`src/rtl/pld_io_cell.sv`:
```
module pld_io_cell #(
  parameter int A_U = 1,
  parameter int A_R = 3,
  parameter int B_U = 2,
  parameter int B_R = 3,
  parameter int C_U = 1,
  parameter int C_R = 3
) (
  input  logic           clk,
  input  logic           rst_n,
  input  logic [A_U-1:0] pa_u,
  input  logic [A_R-1:0] pa_r,
  input  logic [B_U-1:0] pb_u,
  input  logic [B_R-1:0] pb_r,
  input  logic [C_U-1:0] pc_u,
  input  logic [C_R-1:0] pc_r,
  input  logic           q1_ap_u,
  input  logic           q1_ar_u,
  input  logic           q1_ck_u,
  input  logic           q2_ap_r,
  input  logic           q2_ar_u,
  input  logic           q2_ck_u,
  input  logic           oe_u,
  input  logic           rclk_pin,
  input  logic           lclk_pin,
  input  logic           pin_in,
  input  logic [1:0]     cfg_merge,
  input  logic           cfg_t1,
  input  logic           cfg_t2,
  input  logic           cfg_sync1,
  input  logic           cfg_sync2,
  input  logic           cfg_out_q1,
  input  logic           cfg_latch_en,
  output logic           pin_out,
  output logic           pin_oe,
  output logic           fb_q1,
  output logic           fb_q1_n,
  output logic           fb_q2,
  output logic           fb_q2_n,
  output logic           fb_comb,
  output logic           fb_pin
);

  localparam logic [1:0] M_SPLIT = 2'd0;
  localparam logic [1:0] M_B_TO_1 = 2'd1;
  localparam logic [1:0] M_B_TO_2 = 2'd2;
  localparam logic [1:0] M_ALL_TO_1 = 2'd3;

  logic sum_a, sum_b, sum_c;
  logic d1, d2, comb;
  logic ck1, ck2, ck1_prev, ck2_prev, rise1, rise2;
  logic q1_r, q2_r, hold;

  assign sum_a = (|pa_u) | (|pa_r);
  assign sum_b = (|pb_u) | (|pb_r);
  assign sum_c = (|pc_u) | (|pc_r);

  always_comb begin
    d1 = sum_a;
    d2 = sum_c;
    comb = 1'b0;
    case (cfg_merge)
      M_SPLIT:    comb = sum_b;
      M_B_TO_1:   d1 = sum_a | sum_b;
      M_B_TO_2:   d2 = sum_b | sum_c;
      M_ALL_TO_1: begin
        d1 = sum_a | sum_b | sum_c;
        d2 = 1'b0;
      end
      default:    comb = sum_b;
    endcase
  end

  assign ck1 = cfg_sync1 ? (rclk_pin & q1_ck_u) : q1_ck_u;
  assign ck2 = cfg_sync2 ? (rclk_pin & q2_ck_u) : q2_ck_u;
  assign rise1 = ck1 & ~ck1_prev;
  assign rise2 = ck2 & ~ck2_prev;

  always_ff @(posedge clk or negedge rst_n) begin
    if (!rst_n) begin
      ck1_prev <= 1'b0;
      ck2_prev <= 1'b0;
      q1_r     <= 1'b0;
      q2_r     <= 1'b0;
      hold     <= 1'b0;
    end else begin
      ck1_prev <= ck1;
      ck2_prev <= ck2;
      if (q1_ar_u)      q1_r <= 1'b0;
      else if (q1_ap_u) q1_r <= 1'b1;
      else if (rise1)   q1_r <= cfg_t1 ? (q1_r ^ d1) : d1;
      if (q2_ar_u)      q2_r <= 1'b0;
      else if (q2_ap_r) q2_r <= 1'b1;
      else if (rise2)   q2_r <= cfg_t2 ? (q2_r ^ d2) : d2;
      if (!lclk_pin)    hold <= pin_in;
    end
  end

  assign fb_q1   = q1_ar_u ? 1'b0 : (q1_ap_u ? 1'b1 : q1_r);
  assign fb_q2   = q2_ar_u ? 1'b0 : (q2_ap_r ? 1'b1 : q2_r);
  assign fb_q1_n = ~fb_q1;
  assign fb_q2_n = ~fb_q2;
  assign fb_comb = comb;
  assign pin_out = cfg_out_q1 ? fb_q1 : comb;
  assign pin_oe  = oe_u;
  assign fb_pin  = (cfg_latch_en && lclk_pin) ? hold : pin_in;

  p_dload_q1_r2: assert property (@(posedge clk) disable iff (!rst_n)
    (!cfg_t1 && rise1 && !q1_ar_u && !q1_ap_u) |=> (q1_r == $past(d1)));

  p_hold_q2_r2: assert property (@(posedge clk) disable iff (!rst_n)
    (!rise2 && !q2_ar_u && !q2_ap_r) |=> (q2_r == $past(q2_r)));

  p_toggle_q1_r3: assert property (@(posedge clk) disable iff (!rst_n)
    (cfg_t1 && rise1 && d1 && !q1_ar_u && !q1_ap_u) |=> (q1_r != $past(q1_r)));

  p_clear_q2_r5: assert property (@(posedge clk) disable iff (!rst_n)
    q2_ar_u |=> !q2_r);

  p_latch_frozen_r8: assert property (@(posedge clk) disable iff (!rst_n)
    lclk_pin |=> $stable(hold));

endmodule

```
`config.mk`:
```
export PLATFORM = sky130hd
export DESIGN_NAME = pld_io_cell
export DESIGN_NICKNAME = d
export VERILOG_FILES = /design/src/rtl/pld_io_cell.sv
export SDC_FILE = /design/constraint.sdc
export NUM_CORES = 1
export LEC_CHECK = 0
export CAP_MARGIN = 10
export CORE_MARGIN = 8
export CORE_UTILIZATION = 28
export CTS_CLUSTER_DIAMETER = 100
export DETAILED_ROUTE_END_ITERATION = 10
export PLACE_DENSITY = 0.76
export SYNTH_ARGS = -nofsm -noshare
export SYNTH_HDL_FRONTEND = slang
export SYNTH_SLANG_ARGS = --single-unit
```
`constraint.sdc`:
```
create_clock -name clk -period 1.7 [get_ports clk]
set_input_delay 0.34 -clock clk [delete_from_list [all_inputs] [get_ports clk]]
set_output_delay 0.34 -clock clk [all_outputs]
set_load 0.005 [all_outputs]
```
==> results.md <==
* Lkg Pwr at approximately 0.40 nW
* Max Buffers Root-to-Sink at 2
* Failing checks: setup timing
* GR Overflow Total at 0
* Worst EP required at 1.36 ns
* Clock-pin slew on the worst setup and hold paths at 0.04 ns
* RSZ-0062 raised after global routing: true
* Warnings from Yosys at 0
* CTS Root Buffer Type: clkbuf_4
* P per Cell Area at about 480 nW/um^2
* Clock share of power at 30.5%
* Vias in the first global route at between 600 and 700
* Clock Skew at 0.0000451 ns
* Max_cap viols at 0
* Worst path arrival time at roughly 1.5 ns
* Vias after detailed routing at between 500 and 600
* Crit-path cells: buf_2 -> or4_4 -> nor2_4 -> nor3_2 -> mux2_4 -> buf_6
* H-tree depth at 1
* Biggest cell delay along the critical path at about 0.52 ns
* Avg Cell Area, Syn at around 9.2 sq um
* DRT Wirelength at about 1500 um
* Sequential Power Share at between 30 and 40%
* Switching power at approximately 0.11 mW
* Fin nets at roughly 130
* Worst path slowest cell: or4_4
* Util after Layout at 63.8%
* Crit. End Element: output pin
* Layout cell share with drive strength beyond 1 at 35.7%
* Die width at 54.8 um
* Area growth, synth to finish at 120%
* Sequential share of the synthesized area at around 30%
* Port Buffer Count at 38
* Hold-fix buffers, CTS at 0
* Post-route cell area at slightly above 900 sq um
* Netlist cell types at 27
* CP startpoint kind: input port
* Setup violators final at 2
* Pre-Repair DR Iteration Count at 3
* Post-DP HPWL at roughly 1400 um
* Worst min path class: in2async
* Vias per inst at slightly below 5
* Maximum clock rate at ~550 MHz
* Combinational share of power at approximately 40%
* Fin crit share at 107%
* Post-synth design cell area at around 420 sq um
* Post-DRT Antenna Nets at 0
* Die H at roughly 55 um
* Critical path class: in2out
* Starting density of the core at 29.0%
* TritonCTS clock tree: built
* Largest fanout on the critical path at 2
* Fin worst setup slack at -0.126 ns
* Max_slew headroom at approximately 77%
* ANT cells at 0
* Iter 0 DRT Violations at 7
* Largest net degree at the start of global routing at 6
* Initial antenna violation count at 0
* Cells after Synth at 46
* Placement Rows at 14
* Min Tclk post-route at roughly 1.8 ns
* Maximum vdd drop at a little under 0.2 mV
* Area of the core at about 1500 sq um
* CTS buffer count at 3
* Drt wl/cell at 13.6 um
* Gr usage total at about 11%
* Sink Count at 5
* Cell-internal power at ~0.33 mW
* Worst Path Buf+Inv at 2
* GP Congestion at between 0.6 and 0.7
* Yosys reg bits at 5
* Fin. Hold Viols at 0
* I/O Pins at just over 40
* Sw frac at approximately a quarter
* Residual DRC count at 0
* Slew of the pin with the lowest slew margin at roughly 0.34 ns
* First-pass GRT wire length at between 2000 and 2500 um
* Max-slew violation count at 0
* CP top delay family: simple AND/OR/NAND/NOR gates
* Die area at approximately 3000 sq um
* Clk_lat worst skew at roughly 0.24 ns
* Tot Pwr at 0.443 mW
* Cell area after placement at between 800 and 900 sq um
* Syn Nets at 79
* Outcome: complete, but fails checks
## power by group through the flow
stage / Clock, mW / Sequential (mW) / Combinational (mW)
finish: 0.135 / 0.134 / 0.173
global route: 0.155 / 0.136 / 0.189
CTS: 0.144 / 0.134 / 0.173
detailed placement: 0 / 0.135 / 0.179
global placement: 0 / 0.135 / 0.174
floorplan: 0 / 0.134 / 0.0486
## what timing repair did
action | CTS | global route
resized for setup | 36 | 5
setup buffers | 1 | 0
setup endpoints to repair | 8 | 4
pin swaps | 9 | 5
## sequential cells by signal (all words and copies together), names as in the netlist
signal / flops
q2_r: 1
q1_r: 1
ck1_prev: 1
ck2_prev: 1
hold: 1
## cell usage after synthesis
cell type  number  area (sq um)
dfrtp_1         5           125
nand2_1         4          15.0
nor2_1          4          15.0
mux2_2          3          33.8
nand3_1         3          15.0
and2_1          2          12.5
inv_1           2          7.51
nand2b_1        2          12.5
nor2b_1         2          12.5
or2_2           2          12.5
a211o_2         1          10.0
a21boi_0        1          7.51
a21oi_1         1          5.00
a221o_1         1          10.0
a311oi_1        1          8.76
a31oi_1         1          6.26
buf_4           1          7.51
nand3b_1        1          7.51
nand4_1         1          6.26
nor3_1          1          5.00
nor4_1          1          6.26
nor4_4          1          21.3
o21ai_1         1          5.00
o311a_1         1          10.0
o31ai_4         1          21.3
o41a_1          1          11.3
or4_4           1          11.3
## final timing paths
kind                                   from            endpoint  slack [ns]  depth (start not counted)
max                                 pb_r[1]             pin_out       -0.13                          6
max reg2reg                q1_r$_DFFE_PN0P_    q1_r$_DFFE_PN0P_        0.45                          5
min                                   rst_n  ck1_prev$_DFF_PN0_        0.32                          1
min reg2reg                hold$_DFFE_PN0N_    hold$_DFFE_PN0N_        0.50                          1
min in group clk           hold$_DFFE_PN0N_    hold$_DFFE_PN0N_        0.50                          1
max in group asynchronous             rst_n    hold$_DFFE_PN0N_        1.18                          1
## area by class of cell
cell class / instances / area (sq um)
Sequential cell: 5 / 125
Fill cell: 139 / 527
Clock buffer: 4 / 26.3
Multi-Input combinational cell: 38 / 309
Tap cell: 16 / 20.0
Inverter: 2 / 7.51
Timing Repair Buffer: 49 / 439
## logic make-up after synthesis
| group | Yosys count | share of synthesized area [%] |
|---|---|---|
| AND/OR/NAND/NOR | 25 | 36.2 |
| multiplexers | 3 | 8.01 |
| flip-flops | 5 | 29.7 |
| buffers and inverters | 3 | 3.56 |
| AO/OA/AOI/OAI | 10 | 22.6 |
## placed cells by master (no fill, tap or decap), types with 3 or more instances in the layout
cell / count
buf_2: 3
buf_4: 11
clkbuf_4: 3
clkdlybuf4s50_1: 22
dfrtp_1: 5
dlygate4sd2_1: 8
nand2_1: 4
nand3_1: 3
## per-stage QoR
step / instances / setup slack (ns) / hold slack (ns) / TNS (ns)
2_1_floorplan: 46 / 0.0357 / 0.0444 / 0
5_1_grt: 114 / -0.155 / 0.327 / -0.194
3_5_place_dp: 109 / -0.763 / 0.495 / -3.53
4_1_cts: 114 / -0.165 / 0.322 / -0.210
6_report: 114 / -0.126 / 0.324 / -0.130
3_3_place_gp: 109 / -0.757 / 0.486 / -3.41
## layer usage
metal	track usage, %	part of all wire, %
met1	9.27	33
met5	0	0
met2	19.1	52
met3	6.52	15
met4	7.38	0
Note: power is estimated with default switching activity, not from simulation.
